[src/rtl/dcs_pkg.sv]
package dcs_pkg;

  // Position of a core in the current deterministic order (0 = token holder).
  function automatic int order_pos(input int core, input int tok, input int ncore);
    return (core >= tok) ? (core - tok) : (core + ncore - tok);
  endfunction

  // True when core a comes strictly before core b in the current order.
  function automatic logic precedes(input int a, input int b, input int tok, input int ncore);
    return order_pos(a, tok, ncore) < order_pos(b, tok, ncore);
  endfunction

endpackage

[src/rtl/dcs_token_ring.sv]
module dcs_token_ring #(
  parameter int NCORE = 4,
  localparam int IDXW = $clog2(NCORE)
) (
  input  logic            clk,
  input  logic            rst_n,
  input  logic            advance,
  output logic [IDXW-1:0] tok
);
  localparam logic [IDXW-1:0] LAST = IDXW'(NCORE - 1);

  always_ff @(posedge clk) begin
    if (!rst_n)       tok <= '0;
    else if (advance) tok <= (tok == LAST) ? '0 : tok + 1'b1;
  end
endmodule

[src/rtl/dcs_squash_net.sv]
module dcs_squash_net #(
  parameter int NCORE = 4,
  localparam int IDXW = $clog2(NCORE)
) (
  input  logic [IDXW-1:0]       tok,
  input  logic                  fwd_en,
  input  logic [NCORE-1:0]      conflict,
  input  logic [NCORE-1:0]      fwd_valid,
  input  logic [NCORE*IDXW-1:0] fwd_src,
  input  logic [NCORE-1:0]      link_out,
  output logic [NCORE-1:0]      direct_sq,
  output logic [NCORE-1:0]      squash,
  output logic [NCORE-1:0]      link_set
);
  import dcs_pkg::*;

  logic [IDXW-1:0]  src_of [NCORE];
  logic [NCORE-1:0] fwd_ok;

  for (genvar g = 0; g < NCORE; g++) begin : g_src
    assign src_of[g] = fwd_src[g*IDXW +: IDXW];
  end

  // Direct causes: explicit conflict, or a forward that is not allowed.
  always_comb begin
    for (int c = 0; c < NCORE; c++) begin
      fwd_ok[c]    = fwd_valid[c] & fwd_en &
                     precedes(int'(src_of[c]), c, int'(tok), NCORE);
      direct_sq[c] = conflict[c] | (fwd_valid[c] & ~fwd_ok[c]);
    end
  end

  // Cascade: a squashed forwarding source takes every later quantum with it.
  always_comb begin
    for (int c = 0; c < NCORE; c++) begin
      squash[c] = direct_sq[c];
      for (int s = 0; s < NCORE; s++) begin
        if (direct_sq[s] && link_out[s] && precedes(s, c, int'(tok), NCORE))
          squash[c] = 1'b1;
      end
    end
  end

  // New links from accepted forwards whose consumer survives this cycle.
  always_comb begin
    link_set = '0;
    for (int c = 0; c < NCORE; c++) begin
      for (int s = 0; s < NCORE; s++) begin
        if (fwd_ok[c] && !squash[c] && src_of[c] == IDXW'(s))
          link_set[s] = 1'b1;
      end
    end
  end
endmodule

[src/rtl/dcs_quantum_track.sv]
module dcs_quantum_track #(
  parameter int NCORE = 4
) (
  input  logic             clk,
  input  logic             rst_n,
  input  logic [NCORE-1:0] finish,
  input  logic [NCORE-1:0] grant,
  input  logic [NCORE-1:0] squash,
  input  logic [NCORE-1:0] link_set,
  output logic [NCORE-1:0] pend,
  output logic [NCORE-1:0] link_out
);
  always_ff @(posedge clk) begin
    if (!rst_n) begin
      pend     <= '0;
      link_out <= '0;
    end else begin
      pend     <= (pend | finish) & ~squash & ~grant;
      link_out <= (link_out | link_set) & ~squash & ~grant;
    end
  end
endmodule

[src/rtl/det_commit_seq.sv]
module det_commit_seq #(
  parameter int NCORE = 4,
  localparam int IDXW = $clog2(NCORE)
) (
  input  logic                  clk,
  input  logic                  rst_n,
  input  logic                  fwd_en,
  input  logic [NCORE-1:0]      quantum_done,
  input  logic [NCORE-1:0]      quantum_ovf,
  input  logic [NCORE-1:0]      conflict,
  input  logic [NCORE-1:0]      fwd_valid,
  input  logic [NCORE*IDXW-1:0] fwd_src,
  output logic [NCORE-1:0]      commit_grant,
  output logic [NCORE-1:0]      squash
);
  logic [IDXW-1:0]  tok;
  logic [NCORE-1:0] pend;
  logic [NCORE-1:0] link_out;
  logic [NCORE-1:0] link_set;
  logic [NCORE-1:0] direct_sq;
  logic [NCORE-1:0] finish;
  logic             tok_advance;

  assign finish      = quantum_done | quantum_ovf;
  assign tok_advance = |commit_grant;

  dcs_token_ring #(.NCORE(NCORE)) u_ring (
    .clk(clk), .rst_n(rst_n), .advance(tok_advance), .tok(tok)
  );

  dcs_squash_net #(.NCORE(NCORE)) u_sq (
    .tok(tok), .fwd_en(fwd_en), .conflict(conflict), .fwd_valid(fwd_valid),
    .fwd_src(fwd_src), .link_out(link_out), .direct_sq(direct_sq),
    .squash(squash), .link_set(link_set)
  );

  dcs_quantum_track #(.NCORE(NCORE)) u_trk (
    .clk(clk), .rst_n(rst_n), .finish(finish), .grant(commit_grant),
    .squash(squash), .link_set(link_set), .pend(pend), .link_out(link_out)
  );

  for (genvar g = 0; g < NCORE; g++) begin : g_grant
    assign commit_grant[g] = (tok == IDXW'(g)) & pend[g] & ~squash[g];
  end
endmodule

[config.mk]
export PLATFORM = sky130hd
export DESIGN_NAME = det_commit_seq
export DESIGN_NICKNAME = d
export VERILOG_FILES = /design/src/rtl/dcs_pkg.sv /design/src/rtl/dcs_token_ring.sv /design/src/rtl/dcs_squash_net.sv /design/src/rtl/dcs_quantum_track.sv /design/src/rtl/det_commit_seq.sv
export SDC_FILE = /design/constraint.sdc
export NUM_CORES = 1
export LEC_CHECK = 0
export BUFFER_PORTS_ARGS = -buffer_cell sky130_fd_sc_hd__buf_2
export CAP_MARGIN = 20
export CORE_MARGIN = 2
export CORE_UTILIZATION = 47
export DETAILED_ROUTE_END_ITERATION = 6
export PLACE_DENSITY = 0.71
export REMOVE_ABC_BUFFERS = 1
export SLEW_MARGIN = 20
export SYNTH_ARGS = -nofsm -noshare
export SYNTH_HDL_FRONTEND = slang
export SYNTH_HIERARCHICAL = 1
export SYNTH_SLANG_ARGS = --single-unit
[constraint.sdc]
create_clock -name clk -period 10.9 [get_ports clk]
set_input_delay 3.27 -clock clk [delete_from_list [all_inputs] [get_ports clk]]
set_output_delay 3.27 -clock clk [all_outputs]
set_load 0.05 [all_outputs]
Word level (Yosys, flattened, before mapping)
Index checks and enable logic that the tools add are counted.
W data, S select, Z words.
{"block": "word_totals", "out_inout_bits": 8, "input_bits": 27, "register_bits": 10}
{"block": "classes", "magnitude_cmp": 27, "add_sub_neg": 20, "n_bitwise": 41, "reduce_logical": 50, "n_eq_ne": 15, "mux": 40}
{"operator": "$lt A32 B32 Y1", "count": 20}
{"operator": "$mux W32", "count": 7}
{"operator": "$sub A32 B3 Y32", "count": 4}
{"operator": "$logic_and A1 B1 Y1", "count": 40}
{"operator": "$mux W1", "count": 32}
{"operator": "$and A1 B1 Y1", "count": 20}
{"operator": "$eq A2 B2 Y1 const B", "count": 10}
{"operator": "$add A2 B3 Y4 const B", "count": 4}
{"operator": "$and A4 B4 Y4", "count": 4}
{"operator": "$or A4 B4 Y4", "count": 3}
{"operator": "$sub A2 B2 Y3", "count": 4}
{"operator": "$sub A3 B2 Y4 const A", "count": 3}
{"operator": "$eq A2 B1 Y1 const B", "count": 5}
{"operator": "$logic_not A2 Y1", "count": 5}
{"operator": "$ge A2 B2 Y1", "count": 4}
{"operator": "$not A1 Y1", "count": 8}
{"operator": "$not A4 Y4", "count": 2}
{"operator": "$sub A1 B2 Y3 const A", "count": 2}
{"operator": "$sub A2 B2 Y3 const A", "count": 2}
{"operator": "$ge A1 B2 Y1 const A", "count": 2}
{"operator": "$logic_not A1 Y1", "count": 4}
{"operator": "$or A1 B1 Y1", "count": 4}
{"operator": "$reduce_or A4 Y1", "count": 1}
{"operator": "$add A2 B1 Y2 const B", "count": 1}
{"operator": "other kinds (2)", "count": 2}

Longest topological paths before layout
Gate-level depths: netlist of the first run.
{"block": "logic_depth", "ltp_word": 24, "ltp_mapped": 16, "ltp_nobuf": 16}

Cells and area by module
Netlist of the first run, hierarchy kept.
{"module": "dcs_squash_net", "cells_per_inst": 154, "instances": 1, "seq_area_each_um2": 0.0, "area_each_um2": 1167.4}
{"module": "dcs_quantum_track", "cells_per_inst": 20, "instances": 1, "seq_area_each_um2": 160.2, "area_each_um2": 270.3}
{"module": "dcs_token_ring", "cells_per_inst": 8, "instances": 1, "seq_area_each_um2": 40.0, "area_each_um2": 95.1}
{"module": "det_commit_seq", "cells_per_inst": 9, "instances": 1, "seq_area_each_um2": 0.0, "area_each_um2": 77.6}

Least setup slack after synthesis of the first run
No wires, ideal clock.
{"block": "synth_timing", "kind": "in2out", "from": "input fwd_src[2]", "to": "output commit_grant[0]", "required_ns": 7.630, "n_path_buf": 0, "arrival_time_ns": 7.569, "path_slack_ns": 0.061, "path_stages": 11, "path_cell_list": "inv_1 -> ha_1 -> inv_1 -> fa_1 -> nor3b_1 -> ha_1 -> a211o_1 -> nor2_2 -> o22ai_1 -> or4b_2 -> nor4b_1"}
{"block": "synth_via", "elab_chain_len": 15, "word_cells_on_any_way": 17, "classes_between": "3 x add/sub; 2 x order compare; 4 x mux; 6 x bitwise; 2 x reduce/logical"}
{"element": "start: declaration", "line": "det_commit_seq.sv:12", "rtl": "input logic [NCORE*IDXW-1:0] fwd_src,"}
{"element": "$add A2 B3 Y4", "line": "dcs_pkg.sv:5", "rtl": "return (core >= tok) ? (core - tok) : (core + ncore - tok);"}
{"element": "$sub A32 B3 Y32", "line": "dcs_pkg.sv:5"}
{"element": "$mux W32 (*)", "line": "dcs_pkg.sv:5"}
{"element": "$lt A32 B32 Y1 (*)", "line": "dcs_pkg.sv:10", "rtl": "return order_pos(a, tok, ncore) < order_pos(b, tok, ncore);"}
{"element": "$and A1 B1 Y1 (*)", "line": "dcs_squash_net.sv:27", "rtl": "fwd_ok[c] = fwd_valid[c] & fwd_en &"}
{"element": "$not A1 Y1 (*)", "line": "dcs_squash_net.sv:29", "rtl": "direct_sq[c] = conflict[c] | (fwd_valid[c] & ~fwd_ok[c]);"}
{"element": "$and A1 B1 Y1 (*)", "line": "dcs_squash_net.sv:29"}
{"element": "$or A1 B1 Y1 (*)", "line": "dcs_squash_net.sv:29"}
{"element": "$logic_and A1 B1 Y1 (*) (2 in series)", "line": "dcs_squash_net.sv:38", "rtl": "if (direct_sq[s] && link_out[s] && precedes(s, c, int'(tok), NCORE))"}
{"element": "$mux W1 (*) (3 in series)", "line": "dcs_squash_net.sv:38"}
{"element": "net squash[0]", "line": "det_commit_seq.sv:14", "rtl": "output logic [NCORE-1:0] squash"}
{"element": "$not A1 Y1 (*)", "line": "det_commit_seq.sv:43", "rtl": "assign commit_grant[g] = (tok == IDXW'(g)) & pend[g] & ~squash[g];"}
{"element": "$and A1 B1 Y1 (*)", "line": "det_commit_seq.sv:43"}
{"element": "end: declaration", "line": "det_commit_seq.sv:13", "rtl": "output logic [NCORE-1:0] commit_grant,"}
Mark *: on every way through the listed nets, which the timed path passes. The rest lies on a longest branch.

Worst setup path after layout of the first run
{"block": "layout_timing", "from": "input fwd_src[2]", "to": "output commit_grant[0]"}
{"block": "layout_via", "elab_chain_len": 15, "word_cells_on_any_way": 17, "classes_between": "3 x add/sub; 2 x order compare; 4 x mux; 6 x bitwise; 2 x reduce/logical"}
{"element": "$add A2 B3 Y4", "line": "dcs_pkg.sv:5"}
{"element": "$sub A32 B3 Y32", "line": "dcs_pkg.sv:5"}
{"element": "$mux W32 (*)", "line": "dcs_pkg.sv:5"}
{"element": "$lt A32 B32 Y1 (*)", "line": "dcs_pkg.sv:10"}
{"element": "$and A1 B1 Y1 (*)", "line": "dcs_squash_net.sv:27"}
{"element": "$not A1 Y1 (*)", "line": "dcs_squash_net.sv:29"}
{"element": "$and A1 B1 Y1 (*)", "line": "dcs_squash_net.sv:29"}
{"element": "$or A1 B1 Y1 (*)", "line": "dcs_squash_net.sv:29"}
{"element": "$logic_and A1 B1 Y1 (*) (2 in series)", "line": "dcs_squash_net.sv:38"}
{"element": "$mux W1 (*) (3 in series)", "line": "dcs_squash_net.sv:38"}
{"element": "$not A1 Y1 (*)", "line": "det_commit_seq.sv:43"}
{"element": "$and A1 B1 Y1 (*)", "line": "det_commit_seq.sv:43"}
Every way passes the cells marked *; elsewhere a longest branch is shown, timed or not.

==> results of run 1 <==
-- cell type report --
type                    count  area (um^2)  share of cell area, %
well taps                  46        57.56                  3.100
repair buffers             35        177.7                  9.569
multi-input cells         160         1324                  71.29
inverters                  20        75.07                  4.043
clock buffers               3        22.52                  1.213
flip-flops and latches     10        200.2                  10.78
-- power breakdown --
part           switching (mW)  internal (mW)
Combinational          0.0213         0.0150
Clock                  0.0116         0.0127
Sequential            0.00109         0.0376
-- kinds of logic (layout without fill, tap and decap cells) --
group	Yosys count	count (layout)	synth area share [%]
simple gates	84	84	33.80
flops	10	10	12.43
fa+ha+maj	30	30	25.17
compound gates	44	44	21.91
mux	2	2	1.321
buf+inv	21	58	5.361
-- metal layers --
layer  global-route usage, %  vias up
li1                        -      786
met1                   27.40      687
met2                   33.33       55
met3                  0.9009        5
met4                   8.056        0
met5                       0        -
-- registers in the layout, indices dropped and copies added (netlist names) --
name            flops
u_ring/tok          2
u_trk/pend          4
u_trk/link_out      4
-- per-stage QoR --
| step | std cells | area (um^2) | power [mW] |
|---|---|---|---|
| final | 274 | 1857 | 0.09922 |
| after global routing | 274 | 1857 | 0.1064 |
| after CTS | 274 | 1857 | 0.1011 |
| after detailed placement | 271 | 1834 | 0.07545 |
| after global placement | 271 | 1834 | 0.07520 |
| after floorplan | 190 | 1599 | 0.06234 |
-- how the worst min path moves through the flow --
| stage | start | endpoint | slack [ns] | cells after the start |
|---|---|---|---|---|
| 6_report | u_trk/pend[2] | u_trk/pend[2] | 0.45 | 1 |
| 5_1_grt | u_trk/pend[1] | u_trk/pend[1] | 0.47 | 1 |
| 4_1_cts | u_trk/pend[2] | u_trk/pend[2] | 0.45 | 1 |
| 3_5_place_dp | u_trk/pend[2] | u_trk/pend[2] | 0.43 | 1 |
| 3_3_place_gp | u_trk/pend[2] | u_trk/pend[2] | 0.43 | 1 |
| 2_1_floorplan | u_trk/pend[0] | u_trk/pend[0] | 0.42 | 1 |
-- synth_stat cells, types with 3 or more instances --
library cell,instances
nand2_1,21
o21a_1,9
or3_1,3
o211ai_1,3
ha_1,26
dfxtp_1,10
or2_2,4
fa_1,4
o221ai_1,3
inv_1,20
nand3_1,7
a32oi_1,4
nor3b_2,5
nor2_1,6
o2111ai_1,3
o21ai_0,3
nand3b_1,3
nor2b_1,5
nand2b_1,5
==> metrics, run 1 <==
CP peak stage delay=0.68 ns; fillers=326; largest net degree at the start of global routing=17; maximum vdd drop=42.32 uV; crit path buf inv count=4; Post-synth top flop=dfxtp_1; crit-path cells=buf_2, inv_1, ha_1, inv_1, fa_1, nor3b_1, ha_1, a211o_1, nor2_2, o22ai_1, or4b_2, nor4b_1, buf_2; die height=62.54 um; final net count=287; WL/cell=13.77 um; Post-synth EDFFs=0; Layout area overhead=15.31%; worst setup path class=input port to primary output; part of the cycle the worst path needs=90.94%; Slew Limit Headroom=45.58%; commonest non-fill, non-tap cell in the layout=buf_2; PortBufs=34; synthesized cell area=0.001610 mm^2; Clock transition at path regs=0.06 ns; Slew Viols, Final=0; worst-margin pin slew=0.8049 ns; Period minus WS final=9.913 ns; post-CTS sizing=0; Max-Cap Viols=0; Synth cell types=55; final worst slack=0.9871 ns; async set-reset flop share out of synthesis=0%; Die Wd=62.54 um; ANT nets after route=0; Reg-to-Reg Start=u_ring/tok[0]; Critical path origin=fwd_src[2]; dpl hpwl=3185 um; Crit path max-delay family=simple AND/OR/NAND/NOR gates; CTS sink cnt=10; Worst setup SP type=input port; Rows=21; post-CTS setup buffer count=0; R2R setup slack=6.67 ns; metal2 WL=1717 um; Core ar.=0.003311 mm^2; Crit-path slowest cell=or4b_2; Die ar.=0.003911 mm^2; PD cells=53.43 mW/mm^2; Clock Skew=0.004289 ns; crit path capture type=primary output; met1 WL=1755 um; Peak Freq=0.1009 GHz; via count=1533; worst skew pair latency=0.26 ns; H-Tree Depth=1; Ports=35; first-pass GRT wire length=6375 um; worst r2r path cells=12; Post-Synthesis Cells=191; diode count=0; Worst Path Max Fanout=4; ratio of cells with drive above 1 in the final layout=26.32%; endpoints failing setup=0; via density per instance=5.595; Critical Path RT=7.63 ns; Leakage=0.8019 nW; Placement Setup Slack=0.9925 ns; Total Wirelength=3772 um; CTS Buf Count=3; CP Data Arrival Time=6.64 ns; Hold WS=0.4460 ns; post-synth top area cell=ha_1; CP Depth=13; CTS tree=built; number of DRC markers in iteration 0=95; status=complete, no violations; CTS Buffer Depth=2; Hold Path Class=flop to flop; Util after Layout=56.08%; Post-CTS Hold Buffers=0; reg2reg end=u_ring/tok[0]; Hold Violations, Final=0; Root Buffer=clkbuf_4; GP Congestion=0.8567; Synth Register Bits=10; commonest non-fill, non-tap cells in the layout=buf_2 (34), ha_1 (26), nand2_1 (21), inv_1 (20), dfxtp_1 (10); antenna violations before repair=0; GRT Util Overall=20.11%; yosys warns=6; Fin Setup TNS=0 ns; top cell type's share of synthesized area=20.20%; top post-synthesis cells by area=ha_1 (20%), dfxtp_1 (12%), fa_1 (5.0%), nand2_1 (4.9%), inv_1 (4.7%); # DRC=0; Seq/Total Area, Yosys=12.43%; Starting Density=48.64%; vias in the first global route=1460; worst setup path end=commit_grant[0]; DR pass1 iterations=4; Post-Syn Area per Cell=8.431 um^2; gr ovfl total=0; met3 wire length=254 um; unrepaired setup endpoints after global routing=no; uppermost routed layer=met4
(Power assumes the default switching activity.)
==> run 2: changes to the inputs <==
Settings changed: ABC_AREA from default to 1.
==> run 2 against run 1 <==
Compared with the run above:
- sequential share of layout area barely moved
- combinational power rose by 17%
- synthesized area fell by 1.2%
- critical endpoint unchanged
==> metrics, run 2 <==
# DRC=0 (unchanged); Rows=21 (unchanged); Regs by FF count=u_trk/link_out: 4 flops, u_trk/pend: 4 flops, u_ring/tok: 2 flops (unchanged); via count=1592 (was 1533); Post-Syn Area per Cell=6.193 um^2 (was 8.431 um^2); Synth Register Bits=10 (unchanged); Peak Freq=0.1070 GHz (was 0.1009 GHz); H-Tree Depth=1 (unchanged); antenna violations before repair=0 (unchanged); CTS Buf Count=3 (unchanged); post-synth top area cell=ha_1 (unchanged); crit path capture type=primary output (unchanged); yosys warns=6 (unchanged); Post-synth EDFFs=0 (unchanged); worst setup path class=input port to primary output (unchanged); largest net degree at the start of global routing=16 (was 17); dpl hpwl=2885 um (was 3185 um); number of DRC markers in iteration 0=46 (was 95); ANT nets after route=0 (unchanged); worst skew pair latency=0.27 ns (was 0.26 ns); top post-synthesis cells by area=ha_1 (20%), nand2_1 (15%), dfxtp_1 (13%), nor2_1 (11%), inv_1 (11%) (was ha_1 (20%), dfxtp_1 (12%), fa_1 (5.0%), nand2_1 (4.9%), inv_1 (4.7%)); Post-Synthesis Cells=257 (was 191); final net count=354 (was 287); gr ovfl total=0 (unchanged); endpoints failing setup=0 (unchanged); Hold WS=0.4786 ns (was 0.4460 ns); commonest non-fill, non-tap cell in the layout=nand2_1 (was buf_2); CTS sink cnt=10 (unchanged); die height=62.19 um (was 62.54 um); maximum vdd drop=32.92 uV (was 42.32 uV); Starting Density=48.46% (was 48.64%); unrepaired setup endpoints after global routing=no (unchanged); Core ar.=0.003284 mm^2 (was 0.003311 mm^2); WL/cell=10.21 um (was 13.77 um); fillers=356 (was 326); Layout area overhead=17.06% (was 15.31%); GP Congestion=0.9391 (was 0.8567); Slew Viols, Final=0 (unchanged); part of the cycle the worst path needs=85.71% (was 90.94%); Seq/Total Area, Yosys=12.58% (was 12.43%); via density per instance=4.655 (was 5.595); Clock transition at path regs=0.06 ns (about the same); first-pass GRT wire length=6210 um (was 6375 um); Root Buffer=clkbuf_4 (unchanged); Commonest cells post-synth=nand2_1 (63), nor2_1 (48), inv_1 (46) (was ha_1 (26), nand2_1 (21), inv_1 (20)); Clock Skew=0.002902 ns (was 0.004289 ns); Critical Path RT=7.63 ns (about the same); Die ar.=0.003868 mm^2 (was 0.003911 mm^2); DR pass1 iterations=4 (unchanged); Post-CTS Hold Buffers=0 (unchanged); PD cells=61.76 mW/mm^2 (was 53.43 mW/mm^2); Max-Cap Viols=0 (unchanged); Fin Setup TNS=0 ns (unchanged); PortBufs=34 (unchanged); GRT Util Overall=19.30% (was 20.11%); worst-margin pin slew=0.6240 ns (was 0.8049 ns); Period minus WS final=9.343 ns (was 9.913 ns); commonest non-fill, non-tap cells in the layout=nand2_1 (63), nor2_1 (48), inv_1 (46), buf_2 (34), ha_1 (26) (was buf_2 (34), ha_1 (26), nand2_1 (21), inv_1 (20), dfxtp_1 (10)); Worst setup SP type=input port (unchanged); diode count=0 (unchanged); status=complete, no violations (unchanged); Slew Limit Headroom=58.34% (was 45.58%); total power=0.1151 mW (was 0.09922 mW); Leakage=1.078 nW (was 0.8019 nW); Die Wd=62.19 um (was 62.54 um); CTS tree=built (unchanged); CP Data Arrival Time=6.07 ns (was 6.64 ns); cell with the most instances after synthesis=nand2_1 (was ha_1); synthesized cell area=0.001592 mm^2 (was 0.001610 mm^2); Worst Path Max Fanout=5 (was 4); async set-reset flop share out of synthesis=0% (unchanged); Hold Violations, Final=0 (unchanged); top cell type's share of synthesized area=20.44% (was 20.20%); CTS Buffer Depth=2 (unchanged); ratio of cells with drive above 1 in the final layout=22.64% (was 26.32%); Ports=35 (unchanged); post-CTS setup buffer count=0 (unchanged); vias in the first global route=1454 (was 1460); Synth cell types=25 (was 55); Total Wirelength=3493 um (was 3772 um); Hold Path Class=flop to flop (unchanged); Post-synth top flop=dfxtp_1 (unchanged); post-CTS sizing=0 (unchanged)
==> run 2: metal layers <==
layer	vias to the layer above	GRT usage [%]	share of wire, %
met5	-	0	0
li1	864	-	-
met3	3	2.717	3.8
met4	0	2.500	0.23
met1	697	26.79	50
met2	28	32.74	46
==> run 2: logic make-up after synthesis <==
group | count (synthesis) | synth area share (%)
and+or+nand+nor | 162 | 47.80
buffers and inverters | 50 | 11.79
adders and majority gates | 30 | 25.47
DFF | 10 | 12.58
AOI/OAI and AO/OA | 5 | 2.358
==> run 2: cell type report <==
type	count	area, um^2	share of cell area [%]
flip-flops and latches	10	200.2	10.75
clock buffers	4	36.28	1.948
well taps	46	57.56	3.089
multi-input cells	197	1204	64.61
inverters	50	187.7	10.07
repair buffers	35	177.7	9.537
==> run 2: metrics by stage <==
stage          std cells  area [um^2]  setup WS (ns)  utilization (%)
2_1_floorplan        257         1592          1.644                -
3_3_place_gp         338         1827          1.698            55.62
3_5_place_dp         338         1827          1.621            55.62
4_1_cts              342         1863          1.587            56.72
5_1_grt              342         1863          1.286            56.72
6_report             342         1863          1.558            56.72
==> run 2: final timing paths <==
| path | from | end | slack [ns] | cells past startpoint |
|---|---|---|---|---|
| worst max-delay path | fwd_src[2] | commit_grant[0] | 1.56 | 22 |
| worst min-delay path | u_trk/pend[2] | u_trk/pend[2] | 0.48 | 2 |
| worst max register to register | u_ring/tok[0] | u_ring/tok[1] | 7.30 | 24 |
| worst min register to register | u_trk/pend[2] | u_trk/pend[2] | 0.48 | 2 |
==> run 2: worst max-delay path: stages <==
cell and delay (ns):
buf_2 0.12, inv_1 0.09, ha_1 0.15, inv_1 0.05, fa_1 0.38, nor3b_1 0.29
ha_1 0.29, nand2_1 0.07, inv_1 0.04, nand2_1 0.05, nand2_1 0.05, nand2_1 0.07
nand2_2 0.06, nand2_2 0.07, nand2_2 0.07, and3_4 0.16, nor3_4 0.18, inv_1 0.11
inv_1 0.07, nand2_1 0.06, nor2_2 0.14, buf_2 0.28
==> run 2: power breakdown <==
part / switching, mW / leakage [nW] / internal [mW]
registers: 0.00105 / 0.0812 / 0.0376
clock network: 0.0138 / 0.0210 / 0.0203
logic: 0.0267 / 0.976 / 0.0155
total: 0.0416 / 1.08 / 0.0735
==> run 3: changes to the inputs <==
Settings changed: CORE_MARGIN 2 to 1.5.
==> run 3 against run 2 <==
Compared with the run above:
- sequential cell count unchanged
- sequential power about the same
- clock power down 1%
- maximum frequency down 0.14%
- combinational power about the same
- power down 0.13%
- worst setup slack worse by 0.013 ns
- clock-buffer cell count unchanged
- critical path type unchanged
- critical endpoint unchanged
- largest cell class unchanged
- highest routed layer is now met3
==> metrics, run 3 (synthesis gave the netlist of run 2 again) <==
status=complete, no violations (unchanged); total power=0.1149 mW (was 0.1151 mW); CTS Buffer Depth=2 (unchanged); Net Sw Power=0.04140 mW (was 0.04161 mW); via density per instance=4.703 (was 4.655); worst-margin pin slew=0.6193 ns (was 0.6240 ns); endpoints failing setup=0 (unchanged); ratio of cells with drive above 1 in the final layout=22.64% (unchanged); Critical Path RT=7.63 ns (about the same); post-CTS sizing=0 (unchanged); # DRC=0 (unchanged); Placed Area=0.001824 mm^2 (was 0.001827 mm^2); Total Wirelength=3558 um (was 3493 um); diode count=0 (unchanged); fin area=0.001861 mm^2 (was 0.001863 mm^2); via count=1599 (was 1592); Layout area overhead=16.90% (was 17.06%); first-pass GRT wire length=5775 um (was 6210 um); Slew Viols, Final=0 (unchanged); Fin Setup TNS=0 ns (unchanged); CTS sink cnt=10 (unchanged); Die Wd=61.19 um (was 62.19 um); ANT nets after route=0 (unchanged); Power Internal=0.07351 mW (was 0.07345 mW); CTS tree=built (unchanged); Hold Violations, Final=0 (unchanged); final net count=354 (unchanged); worst skew pair latency=0.27 ns (about the same); GP Congestion=0.8868 (was 0.9391); Clock Skew=0.001209 ns (was 0.002902 ns); Worst Path Max Fanout=5 (unchanged); H-Tree Depth=1 (unchanged); part of the cycle the worst path needs=85.83% (was 85.71%); Slew Limit Headroom=58.66% (was 58.34%); PortBufs=34 (unchanged); crit path capture type=primary output (unchanged); PD cells=61.77 mW/mm^2 (was 61.76 mW/mm^2); worst setup path class=input port to primary output (unchanged); Sw Share=36.03% (was 36.16%); Max-Cap Viols=0 (unchanged); vias in the first global route=1416 (was 1454); CTS Buf Count=3 (unchanged); Gate power share=37.1% (was 36.7%); Hold Path Class=flop to flop (unchanged); Sequential Power Share=33.6% (about the same); Worst setup SP type=input port (unchanged); Core ar.=0.003128 mm^2 (was 0.003284 mm^2); Post-CTS Hold Buffers=0 (unchanged); Period minus WS final=9.356 ns (was 9.343 ns); clock network fraction of design power=29.3% (was 29.7%); antenna violations before repair=0 (unchanged); CP Data Arrival Time=6.09 ns (was 6.07 ns); GRT Util Overall=20.38% (was 19.30%); post-CTS setup buffer count=0 (unchanged); gr ovfl total=0 (unchanged); number of DRC markers in iteration 0=46 (unchanged); unrepaired setup endpoints after global routing=no (unchanged); maximum vdd drop=60.75 uV (was 32.92 uV); commonest non-fill, non-tap cell in the layout=nand2_1 (unchanged); dpl hpwl=2937 um (was 2885 um); Ports=35 (unchanged); largest net degree at the start of global routing=16 (unchanged); Leakage=1.078 nW (unchanged); die height=61.19 um (was 62.19 um); Clock transition at path regs=0.07 ns (was 0.06 ns); commonest non-fill, non-tap cells in the layout=nand2_1 (63), nor2_1 (48), inv_1 (46), buf_2 (34), ha_1 (26) (unchanged); Root Buffer=clkbuf_4 (unchanged); DR pass1 iterations=4 (unchanged); Die ar.=0.003744 mm^2 (was 0.003868 mm^2); Starting Density=50.88% (was 48.46%); Rows=20 (was 21); Regs by FF count=u_trk/link_out: 4 flops, u_trk/pend: 4 flops, u_ring/tok: 2 flops (unchanged); Peak Freq=0.1069 GHz (was 0.1070 GHz); WL/cell=10.46 um (was 10.21 um)
==> run 3: cell counts in the layout (fill, tap and decap cells not counted) <==
No cell type changed its count.
==> run 3: cell type report <==
class | instances | area [um^2]
Timing Repair Buffer | 35 | 177.7
Clock buffer | 4 | 36.28
Multi-Input combinational cell | 197 | 1204
Fill cell | 325 | 1267
Sequential cell | 10 | 200.2
Tap cell | 44 | 55.05
Inverter | 50 | 187.7
==> run 3: per-stage QoR <==
step | cells | utilization [%] | hold WS (ns) | setup slack [ns]
2_1_floorplan | 257 | - | 0.4488 | 1.644
3_3_place_gp | 336 | 58.32 | 0.4664 | 1.717
3_5_place_dp | 336 | 58.32 | 0.4645 | 1.610
4_1_cts | 340 | 59.48 | 0.4736 | 1.583
5_1_grt | 340 | 59.48 | 0.4967 | 1.317
6_report | 340 | 59.48 | 0.4760 | 1.544
==> run 3: worst paths after layout <==
kind                            slack, ns              end     startpoint  cells past startpoint
worst max-delay path                 1.54  commit_grant[0]     fwd_src[2]                     22
worst min-delay path                 0.48    u_trk/pend[1]  u_trk/pend[1]                      2
worst max register to register       7.27    u_ring/tok[1]  u_ring/tok[0]                     24
worst min register to register       0.48    u_trk/pend[1]  u_trk/pend[1]                      2
==> run 3: power groups by stage <==
| stage | clock [mW] | combinational [mW] | sequential (mW) |
|---|---|---|---|
| 2_1_floorplan | 0 | 0.0293 | 0.0394 |
| 3_3_place_gp | 0 | 0.0418 | 0.0395 |
| 3_5_place_dp | 0 | 0.0426 | 0.0395 |
| 4_1_cts | 0.0342 | 0.0427 | 0.0386 |
| 5_1_grt | 0.0351 | 0.0489 | 0.0388 |
| 6_report | 0.0337 | 0.0426 | 0.0386 |
==> run 3: metal layers <==
layer / global-route usage, % / wire [um] / vias to the layer above
li1: - / - / 865
met1: 27.39 / 1700 / 691
met2: 34.80 / 1676 / 43
met3: 2.941 / 181 / 0
met4: 4.037 / 0 / 0
met5: 0 / 0 / -
==> run 3: worst max-delay path, cell delays in order <==
cell,delay (ns)
buf_2,0.12
inv_1,0.09
ha_1,0.15
inv_1,0.05
fa_1,0.38
nor3b_1,0.23
ha_1,0.30
nand2_1,0.08
inv_1,0.04
nand2_1,0.06
nand2_1,0.04
nand2_1,0.08
nand2_2,0.07
nand2_2,0.07
nand2_2,0.07
and3_4,0.16
nor3_4,0.18
inv_1,0.11
inv_1,0.06
nand2_1,0.05
nor2_2,0.14
buf_2,0.28
